File: config.mk
export PLATFORM = sky130hd
export DESIGN_NAME = seg_agu
export DESIGN_NICKNAME = d
export VERILOG_FILES = /design/src/rtl/seg_agu_pkg.sv /design/src/rtl/seg_agu_bank.sv /design/src/rtl/seg_agu_pick.sv /design/src/rtl/seg_agu_sum.sv /design/src/rtl/seg_agu.sv
export SDC_FILE = /design/constraint.sdc
export NUM_CORES = 1
export LEC_CHECK = 0
export CAP_MARGIN = 25
export CORE_ASPECT_RATIO = 0.75
export CORE_MARGIN = 4
export CORE_UTILIZATION = 30
export CTS_BUF_LIST = sky130_fd_sc_hd__clkbuf_2 sky130_fd_sc_hd__clkbuf_4 sky130_fd_sc_hd__clkbuf_8
export DETAILED_ROUTE_END_ITERATION = 7
export GPL_TIMING_DRIVEN = 0
export PLACE_DENSITY_LB_ADDON = 0.2
export SYNTH_ARGS = -nofsm -noshare
export SYNTH_HDL_FRONTEND = slang
export SYNTH_SLANG_ARGS = --single-unit
export TNS_END_PERCENT = 1
File: constraint.sdc
create_clock -name clk -period 5.2 [get_ports clk]
set_clock_uncertainty 0.2 [all_clocks]
set_input_delay 0.52 -clock clk [delete_from_list [all_inputs] [get_ports clk]]
set_output_delay 0.52 -clock clk [all_outputs]
set_load 0.01 [all_outputs]
File: src/rtl/seg_agu_pkg.sv
package seg_agu_pkg;

    // Access kinds carried on req_kind.
    typedef enum logic [1:0] {
        ACC_FETCH    = 2'd0,
        ACC_STACK    = 2'd1,
        ACC_DATA     = 2'd2,
        ACC_DATA_ALT = 2'd3
    } acc_kind_e;

    // Segment register indices.
    localparam logic [1:0] SEG_EXTRA = 2'd0;
    localparam logic [1:0] SEG_CODE  = 2'd1;
    localparam logic [1:0] SEG_STACK = 2'd2;
    localparam logic [1:0] SEG_DATA  = 2'd3;

endpackage

File: src/rtl/seg_agu_bank.sv
module seg_agu_bank #(
    parameter int NSEG  = 4,
    parameter int SEG_W = 16,
    localparam int SEL_W = $clog2(NSEG)
) (
    input  logic             clk,
    input  logic             rst_n,
    input  logic             wr_en,
    input  logic [SEL_W-1:0] wr_sel,
    input  logic [SEG_W-1:0] wr_data,
    input  logic [SEL_W-1:0] rd_sel,
    output logic [SEG_W-1:0] rd_data
);

    logic [SEG_W-1:0] seg_d [NSEG];
    logic [SEG_W-1:0] seg_q [NSEG];

    // Next state: each register takes the write data when addressed.
    for (genvar i = 0; i < NSEG; i++) begin : g_reg
        always_comb begin
            seg_d[i] = seg_q[i];
            if (wr_en && (wr_sel == SEL_W'(i))) begin
                seg_d[i] = wr_data;
            end
        end

        always_ff @(posedge clk or negedge rst_n) begin
            if (!rst_n) begin
                seg_q[i] <= '0;
            end else begin
                seg_q[i] <= seg_d[i];
            end
        end
    end

    // Read returns the registered value, so a write in the same cycle
    // is not seen until the following one.
    assign rd_data = seg_q[rd_sel];

endmodule

File: src/rtl/seg_agu_pick.sv
module seg_agu_pick
    import seg_agu_pkg::*;
#(
    parameter int NSEG = 4,
    localparam int SEL_W = $clog2(NSEG)
) (
    input  logic [1:0]       kind,
    input  logic             ovr_en,
    input  logic [SEL_W-1:0] ovr_sel,
    output logic [SEL_W-1:0] seg_idx
);

    always_comb begin
        unique case (acc_kind_e'(kind))
            ACC_FETCH:    seg_idx = SEL_W'(SEG_CODE);
            ACC_STACK:    seg_idx = SEL_W'(SEG_STACK);
            ACC_DATA,
            ACC_DATA_ALT: seg_idx = ovr_en ? ovr_sel : SEL_W'(SEG_DATA);
            default:      seg_idx = SEL_W'(SEG_DATA);
        endcase
    end

endmodule

File: src/rtl/seg_agu_sum.sv
module seg_agu_sum #(
    parameter int SEG_W = 16,
    parameter int OFS_W = 16,
    parameter int SHIFT = 4,
    parameter int PA_W  = 20,
    localparam int BASE_W = SEG_W + SHIFT,
    localparam int SUM_W  = ((BASE_W > OFS_W) ? BASE_W : OFS_W) + 1
) (
    input  logic [SEG_W-1:0] seg_val,
    input  logic [OFS_W-1:0] offset,
    output logic [PA_W-1:0]  addr,
    output logic             wrap
);

    logic [BASE_W-1:0] base;
    logic [SUM_W-1:0]  sum;

    assign base = {seg_val, {SHIFT{1'b0}}};
    assign sum  = SUM_W'(base) + SUM_W'(offset);
    assign addr = sum[PA_W-1:0];

    // Any bit above the physical width means the sum left the space.
    if (SUM_W > PA_W) begin : g_wrap
        assign wrap = |sum[SUM_W-1:PA_W];
    end else begin : g_nowrap
        assign wrap = 1'b0;
    end

endmodule

File: src/rtl/seg_agu.sv
module seg_agu
    import seg_agu_pkg::*;
#(
    parameter int NSEG  = 4,
    parameter int SEG_W = 16,
    parameter int OFS_W = 16,
    parameter int SHIFT = 4,
    parameter int PA_W  = 20,
    localparam int SEL_W = $clog2(NSEG)
) (
    input  logic             clk,
    input  logic             rst_n,
    input  logic             wr_en,
    input  logic [SEL_W-1:0] wr_sel,
    input  logic [SEG_W-1:0] wr_data,
    input  logic             req_valid,
    input  logic [1:0]       req_kind,
    input  logic             req_ovr_en,
    input  logic [SEL_W-1:0] req_ovr_sel,
    input  logic [OFS_W-1:0] req_offset,
    output logic             out_valid,
    output logic [PA_W-1:0]  out_addr,
    output logic             out_wrap
);

    typedef struct packed {
        logic            valid;
        logic [PA_W-1:0] addr;
        logic            wrap;
    } result_t;

    logic [SEL_W-1:0] seg_idx;
    logic [SEG_W-1:0] seg_val;
    logic [PA_W-1:0]  sum_addr;
    logic             sum_wrap;
    result_t          res_d;
    result_t          res_q;

    seg_agu_pick #(
        .NSEG (NSEG)
    ) u_pick (
        .kind    (req_kind),
        .ovr_en  (req_ovr_en),
        .ovr_sel (req_ovr_sel),
        .seg_idx (seg_idx)
    );

    seg_agu_bank #(
        .NSEG  (NSEG),
        .SEG_W (SEG_W)
    ) u_bank (
        .clk     (clk),
        .rst_n   (rst_n),
        .wr_en   (wr_en),
        .wr_sel  (wr_sel),
        .wr_data (wr_data),
        .rd_sel  (seg_idx),
        .rd_data (seg_val)
    );

    seg_agu_sum #(
        .SEG_W (SEG_W),
        .OFS_W (OFS_W),
        .SHIFT (SHIFT),
        .PA_W  (PA_W)
    ) u_sum (
        .seg_val (seg_val),
        .offset  (req_offset),
        .addr    (sum_addr),
        .wrap    (sum_wrap)
    );

    // Next result: capture on a request, otherwise hold address and flag.
    always_comb begin
        res_d       = res_q;
        res_d.valid = req_valid;
        if (req_valid) begin
            res_d.addr = sum_addr;
            res_d.wrap = sum_wrap;
        end
    end

    always_ff @(posedge clk or negedge rst_n) begin
        if (!rst_n) begin
            res_q <= '0;
        end else begin
            res_q <= res_d;
        end
    end

    assign out_valid = res_q.valid;
    assign out_addr  = res_q.addr;
    assign out_wrap  = res_q.wrap;

endmodule

# ---- Word level (Yosys, flattened, before mapping)
# Index checks and enable logic that the tools add are counted.
dict set report word_totals {
  in_bits 43
  elab_cells 28
  output_inout_bits 22
  reg_bits 86
}
dict set report op_classes {
  order_cmp 1
  muxes 5
  n_bitwise 1
  n_reduce_logical 7
  add_sub_neg 1
  eq_ne 6
}
# op count
set op_table {}
lappend op_table {{binary-select mux 16 bit (select 2 bit)} 1}
lappend op_table {{two-way mux 16 bit} 2}
lappend op_table {{adder 20 x 16 -> 21 bit} 1}
lappend op_table {{equality test 2 bit (second input constant)} 4}
lappend op_table {{one-hot mux 2 bit (3 select lines)} 1}
lappend op_table {{equality test 2 x 1 -> 1 bit (second input constant)} 2}
lappend op_table {{logical AND 1 bit} 4}
lappend op_table {{zero test 2 bit} 2}
lappend op_table {{greater-or-equal comparator 3 bit (second input constant)} 1}
lappend op_table {{inverter 2 -> 3 bit} 1}
lappend op_table {{two-way mux 2 bit} 1}
lappend op_table {{OR reduction 2 bit} 1}

# ---- Depth between registers and ports, before layout
# Gate-level depths: netlist of the first run.
dict set report depth {
  ltp_word 8
  mapped_depth 16
  ltp_nobuf 14
}

# ---- Modules after synthesis
# A second synthesis of the first run with hierarchy kept.
dict set report hier_totals {
  cells_unflattened 291
  hier_area_um2 4390.5
}
# module cells_per_inst area_each_um2 instances seq_area_each_um2
set modules_own_cells {}
lappend modules_own_cells {seg_agu_bank 156 2792.7 1 1601.5}
lappend modules_own_cells {seg_agu 45 884.6 1 550.5}
lappend modules_own_cells {seg_agu_sum 84 683.2 1 0.0}
lappend modules_own_cells {seg_agu_pick 6 30.0 1 0.0}

# ---- Worst setup path after synthesis of the first run
# Ideal clock, no wire load.
dict set report synth_timing {
  path_type {input -> register}
  startpoint {input req_kind[1]}
  endpoint {register res_q, in the netlist out_addr[18]}
  required_ps 4874
  setup_time_ps 126
  setup_slack_ps 1573
  arrival_ps 3301
  n_path_buf 3
  path_stages 16
  path_cell_list {buf_6 > buf_6 > a31o_2 > nor2_1 > clkbuf_1 > a22oi_1 > o21ai_0 > ha_1 > inv_1 > fa_1 > nor2b_1 > o31ai_1 > a21o_1 > a221oi_2 > nor2_1 > a221o_1}
}
dict set report synth_via {
  elab_chain_cells 8
}
# element line
set synth_rtl {}
lappend synth_rtl {{start, declared} seg_agu.sv:17} ;# input logic [1:0] req_kind,
lappend synth_rtl {{equality test 2 bit} seg_agu_pick.sv:14} ;# unique case (acc_kind_e'(kind))
lappend synth_rtl {{OR reduction 2 bit} seg_agu_pick.sv:14}
lappend synth_rtl {{one-hot mux 2 bit (3 select lines) (*)} seg_agu_pick.sv:14}
lappend synth_rtl {{inverter 2 -> 3 bit (not written as such) (*)} seg_agu_bank.sv:38} ;# assign rd_data = seg_q[rd_sel];
lappend synth_rtl {{binary-select mux 16 bit (select 2 bit) (*)} seg_agu_bank.sv:38}
lappend synth_rtl {{two-way mux 16 bit (not written as such) (*) (2 in a row)} seg_agu_bank.sv:38}
lappend synth_rtl {{adder 20 x 16 -> 21 bit (*)} seg_agu_sum.sv:19} ;# assign sum = SUM_W'(base) + SUM_W'(offset);
lappend synth_rtl {{end signal, assigned} seg_agu.sv:87} ;# res_q <= res_d;
lappend synth_rtl {{end, declared} seg_agu.sv:37} ;# result_t res_q;
# Every way passes the cells marked *; elsewhere a longest branch is shown, timed or not. The select of a mux whose other input is x is not followed.
# A chain may end at the register's enable or synchronous reset.

# ---- Worst setup path after layout of the first run
dict set report layout_timing {
  startpoint {input req_kind[0]}
  endpoint {register res_q, in the netlist out_addr[18]}
}
# Same word-level chain as after synthesis.

==> out/qor.txt, run 1 <==
final hold violations -> 0
fmax -> 0.225 GHz
initial DRC count -> 169
CTS tree -> done
CTS sink cnt -> 86
Critical Path Start -> req_kind[0]
initial antenna violation count -> 0
dpl ws -> 388 ps
Placeable Area -> 0.0145 sq mm
Max VDD drop -> 0.125 mV
Yosys reg bits -> 86
Initial Util -> 30.8%
fin crit share -> 85.6%
clk slew on worst S/H paths -> 100 ps
Crit Path Category -> input port to register
post-CTS setup buffer count -> 0
min cycle time layout -> 4450 ps
drt drc -> 0
Ports -> 65
Congestion Overflow GR -> 0
vias in the first global route -> 3332
Post-synth EDFFs -> 0
commonest register cell after synthesis -> dfrtp_1
relative slew slack -> 46.1%
pin count of the biggest net entering global routing -> 67
layout cells sized above 1 -> 23.9%
P&R area growth vs syn -> 24.4%
Longest Clk Path Bufs -> 2
final net count -> 503
LEAKAGE -> 2.28 nW
Final Cell Area -> 0.00555 sq mm
Max FO, Critical Path -> 10
Yosys warnings -> 0
Syn Nets -> 428
DIE WIDTH -> 149 microns
htree depth -> 3
setup TNS -> 0 ps
Die Y -> 114 microns
router iterations before antenna repair -> 4
Synth cell types -> 56
status -> finished, final reports clean
critical path launch point type -> input port
Routed WL per cell -> 16.8 microns
Power Density -> 360 mW/mm^2
dpl cell area -> 0.00536 sq mm
Synth Instances -> 371
CTS Buf Count -> 9
worst hold path class -> register to register
gr usage total -> 13.5%
detailed-route via count -> 3198
asr flop ratio synth -> 100%
hpwl dp -> 8180 microns
Worst Setup Slack, final -> 749 ps
Synth area leaders -> dfrtp_1, mux2_2, ha_1
final setup vio count -> 0
clk root buf -> clkbuf_8
post-synthesis cell area -> 0.00447 sq mm
RSZ-0062 raised after global routing -> no
Syn Area/Cell -> 12.0 sq um
die outline area -> 0.0169 sq mm
top cell type by total area after synthesis -> dfrtp_1
commonest non-fill, non-tap cells in the layout -> dfrtp_1, mux2_2, clkdlybuf4s50_1, o21ai_0, mux2i_1
routed vias/inst -> 4.91
Worst Tran Pin Value -> 809 ps
Site Rows -> 38
Final GP Congestion -> 0.883
PortBufs -> 62
Routed WL -> 10900 microns
CP Capture Type -> register
area share of the largest cell type after synthesis -> 48.2%
Final Max Tran Viols -> 0
Ant. Diodes -> 0
Hold Startpoint -> out_addr[11]
Routed Antenna Nets -> 0
R2R Path Start -> u_bank.seg_q[33]
first-pass GRT wire length -> 17900 microns
Seq/Total Area, Yosys -> 48.2%
most common cell after layout, fill and taps aside -> dfrtp_1
Max Cap Viol -> 0
clock latency at the later pin of the worst-skew pair -> 360 ps
CP arrival -> 4510 ps
critical path required time -> 5260 ps
==> area by class of cell <==
type / instances / area [sq um]
fillers: 1449 / 8950
well taps: 200 / 250
multi-input cells: 261 / 2200
flip-flops and latches: 86 / 2150
inverters: 10 / 37.5
plain buffers: 14 / 77.6
clock inverters: 7 / 58.8
clock buffers: 9 / 124
repair buffers: 64 / 656
==> state kept, by name, indices dropped and copies added, names as in the netlist <==
| name | count |
|---|---|
| out_wrap | 1 |
| out_addr | 20 |
| out_valid | 1 |
| u_bank.seg_q | 64 |
==> power by group <==
part	switching (W)	internal [W]	total, W
clock network	0.000261	0.000180	0.000442
registers	0.0000759	0.000816	0.000891
logic	0.000312	0.000356	0.000668
==> synth_stat cells (3+ instances only) <==
| cell | count |
|---|---|
| nor3_1 | 4 |
| nand2_1 | 13 |
| a22oi_1 | 12 |
| inv_1 | 10 |
| a211oi_1 | 3 |
| buf_6 | 3 |
| nor2_1 | 14 |
| nand3b_1 | 3 |
| mux2i_1 | 15 |
| nor3b_1 | 3 |
| nor2b_1 | 5 |
| nand4_1 | 3 |
| mux2_2 | 76 |
| xnor2_1 | 6 |
| dfrtp_1 | 86 |
| nand3_1 | 6 |
| a21oi_1 | 14 |
| o21a_1 | 3 |
| a21o_1 | 5 |
| o31ai_1 | 3 |
| ha_1 | 13 |
| clkbuf_1 | 8 |
| o21ai_0 | 23 |
==> through the flow <==
step / power [W] / instances / utilization (%) / hold WS, ps
after global placement: 0.00156 / 633 / 36.8 / 274
after detailed placement: 0.00158 / 634 / 37.0 / 240
after global routing: 0.00214 / 651 / 38.3 / 323
after CTS: 0.00203 / 651 / 38.3 / 293
after floorplan: 0.00130 / 371 / - / 24.4
final: 0.00200 / 651 / 38.3 / 290
==> worst max-delay path, stage by stage <==
cell and delay (ps):
clkdlybuf4s50_1 590, nor2_2 100, a31o_2 270, a21oi_1 250, clkbuf_1 490, a22oi_1 130, o21ai_0 210, ha_1 250
inv_1 60, fa_1 400, nor2b_1 170, o31ai_1 120, a21o_1 240, a221oi_2 340, nor2_1 80, a221o_1 270
==> path summary, 6_finish.rpt <==
check                              endpoint  slack (ps)  cells after the start
max                            out_addr[18]         750                     16
min                            out_addr[11]         290                      2
max reg2reg                    out_addr[18]        2130                     10
min reg2reg                    out_addr[11]         290                      2
max in group asynchronous  u_bank.seg_q[15]        3780                      3
min in group asynchronous      out_addr[18]         380                      2
==> cell families after synthesis <==
kind of cell	share of synthesized area, %
compound gates	12.4
mux	22.5
flops	48.2
fa+ha+maj	4.09
simple gates	8.80
xor+xnor	1.37
buf+inv	2.58
==> what timing repair did <==
item                      in CTS  in global routing
hold endpoints to repair      20                  0
gates resized for setup        0                  0
hold buffers                   1                  0
==> metal layers <==
layer	GRT usage [%]	share of wire, %	vias to the layer above
li1	-	-	1532
met1	20.0	52	1593
met2	19.6	42	66
met3	3.93	5.7	7
met4	2.74	0.47	0
met5	0	0	-
Note: power is estimated with default switching activity, not from simulation.
==> run 2, diff against run 1 <==
- GPL_ROUTABILITY_DRIVEN: not set -> 0
==> results of run 2 <==
No change in the layout: final DEF, timing and power equal those of run 1.
==> run 3, diff against run 2 <==
- GPL_TIMING_DRIVEN: 0 -> not set
- TNS_END_PERCENT: 1 -> not set
==> run 3 against run 2 <==
Combinational power is 0.6% lower. Worst setup slack better by 120 ps. Total power rose by 3.7%. First-iteration DRC count up 18%. Global-route usage rose by 0.30 points. Cell count down 1.1%. Sequential power is 1% higher. Hold slack barely moved. Clock power increased by 15%. Largest cell class unchanged.
==> out/qor.txt, run 3 (synthesis results as in run 1) <==
final net count -> 496 (-1.4%)
Hold-fix buffers, CTS -> 1 (unchanged)
min cycle time layout -> 4330 ps (-122 ps)
dpl ws -> 559 ps (+171 ps)
initial DRC count -> 199 (+18%)
R2R Setup Slk -> 2380 ps (+250 ps)
critical path required time -> 5260 ps (about the same)
Routed WL -> 11200 microns (+2.8%)
Worst Setup Slack, final -> 871 ps (+122 ps)
multi-input logic area -> 0.00220 sq mm (+0.28%)
hpwl dp -> 8280 microns (+1.1%)
Die Y -> 114 microns (unchanged)
Hold Startpoint -> out_addr[5]
dpl cell area -> 0.00533 sq mm (-0.63%)
clk root buf -> clkbuf_8
CTS tree -> done
initial antenna violation count -> 0 (unchanged)
commonest non-fill, non-tap cells in the layout -> dfrtp_1, mux2_2, clkdlybuf4s50_1, o21ai_0, mux2i_1
status -> finished, final reports clean
Ant. Diodes -> 0 (unchanged)
max reg flops -> 64 (unchanged)
final setup vio count -> 0 (unchanged)
Max FO, Critical Path -> 13 (+3)
Longest Clk Path Bufs -> 2 (unchanged)
Max VDD drop -> 0.132 mV (+5.7%)
Power Density -> 374 mW/mm^2 (+3.7%)
final hold violations -> 0 (unchanged)
fin crit share -> 83.3% (-2.3 points)
Worst Tran Pin Value -> 1030 ps (+223 ps)
drt drc -> 0 (unchanged)
relative slew slack -> 31.1% (-15 points)
clk slew on worst S/H paths -> 90 ps (about the same)
worst hold path class -> register to register
router iterations before antenna repair -> 4 (unchanged)
critical path launch point type -> input port
Initial Util -> 30.8% (unchanged)
first-pass GRT wire length -> 18000 microns (+0.65%)
Final Cell Area -> 0.00555 sq mm (about the same)
P&R area growth vs syn -> 24.3% (about the same)
most common cell after layout, fill and taps aside -> dfrtp_1
htree depth -> 3 (unchanged)
fmax -> 0.231 GHz (+2.8%)
gr usage total -> 13.8% (+0.30 points)
clock latency at the later pin of the worst-skew pair -> 360 ps (about the same)
Congestion Overflow GR -> 0 (unchanged)
LEAKAGE -> 2.29 nW (+0.16%)
PortBufs -> 64 (+3.2%)
CTS Buf Count -> 9 (unchanged)
R2R Path Start -> u_bank.seg_q[7]
PostCTS Resize Cnt -> 0 (unchanged)
Placeable Area -> 0.0145 sq mm (unchanged)
DIE WIDTH -> 149 microns (unchanged)
routed vias/inst -> 4.97 (+1.2%)
Fill cells -> 1409 (-2.8%)
Ports -> 65 (unchanged)
Site Rows -> 38 (unchanged)
Routed WL per cell -> 17.4 microns (+3.9%)
CTS sink cnt -> 86 (unchanged)
RSZ-0062 raised after global routing -> no
post-CTS setup buffer count -> 0 (unchanged)
CP arrival -> 4390 ps (-120 ps)
detailed-route via count -> 3203 (+0.16%)
layout cells sized above 1 -> 24.3% (+0.38 points)
Reg area -> 0.00215 sq mm (unchanged)
die outline area -> 0.0169 sq mm (unchanged)
Crit Path Category -> input port to register
largest register by flop count -> u_bank.seg_q
Layout Utilization -> 38.3% (about the same)
setup TNS -> 0 ps (unchanged)
pin count of the biggest net entering global routing -> 69 (+3.0%)
Routed Antenna Nets -> 0 (unchanged)
Critical Path Start -> req_kind[1]
CP Capture Type -> register
Final Max Tran Viols -> 0 (unchanged)
hold slack -> 291 ps (+0.410 ps)
vias in the first global route -> 3219 (-3.4%)
Max Cap Viol -> 0 (unchanged)
[run 3: changes by cell type in the layout (fill, tap and decap cells not counted), sizes merged]
cell | before | now
buf | 8 | 7
clkdlybuf4s50 | 61 | 63
bufinv | 0 | 1
clkbuf | 17 | 11
clkinv | 4 | 1
[run 3: final cells by class]
type | count | share of cell area, %
tap | 200 | 4.51
timing repair buffer | 71 | 12.5
clock buffer | 11 | 2.73
clock inverter | 5 | 1.15
inverter | 10 | 0.676
sequential | 86 | 38.8
multi-input combinational | 261 | 39.7
[run 3: report_power, final]
part / switching, W / leakage (nW) / internal [W]
Clock: 0.000254 / 0.107 / 0.000253
Combinational: 0.000309 / 1.16 / 0.000355
Sequential: 0.0000886 / 1.02 / 0.000816
Total: 0.000651 / 2.29 / 0.00142
[run 3: metal layers]
layer	track usage [%]	wire length, microns
met1	21.4	5990
met4	2.32	70
met5	0	0
met3	4.96	796
met2	18.5	4350
[run 3: worst paths after layout]
check	to	cells past startpoint
setup / recovery	out_addr[16]	14
hold / removal	out_addr[5]	2
setup reg to reg	out_addr[16]	9
hold reg to reg	out_addr[5]	2
max in group asynchronous	u_bank.seg_q[6]	3
min in group asynchronous	out_valid	2
[run 3: stage by stage]
| stage | instances | power [W] |
|---|---|---|
| after floorplan | 371 | 0.00130 |
| after global placement | 627 | 0.00157 |
| after detailed placement | 627 | 0.00158 |
| after CTS | 644 | 0.00210 |
| after global routing | 644 | 0.00221 |
| final | 644 | 0.00207 |
[run 3: critical path: stages]
cell and delay [ps]:
clkdlybuf4s50_1 780, nand2b_2 290, nand2_4 160, nor2_1 400, buf_4 240, a22oi_1 90
o21ai_0 180, ha_1 340, a21oi_1 160, o21ai_0 170, o41ai_1 550, a21o_1 180
xor2_1 70, mux2_2 270
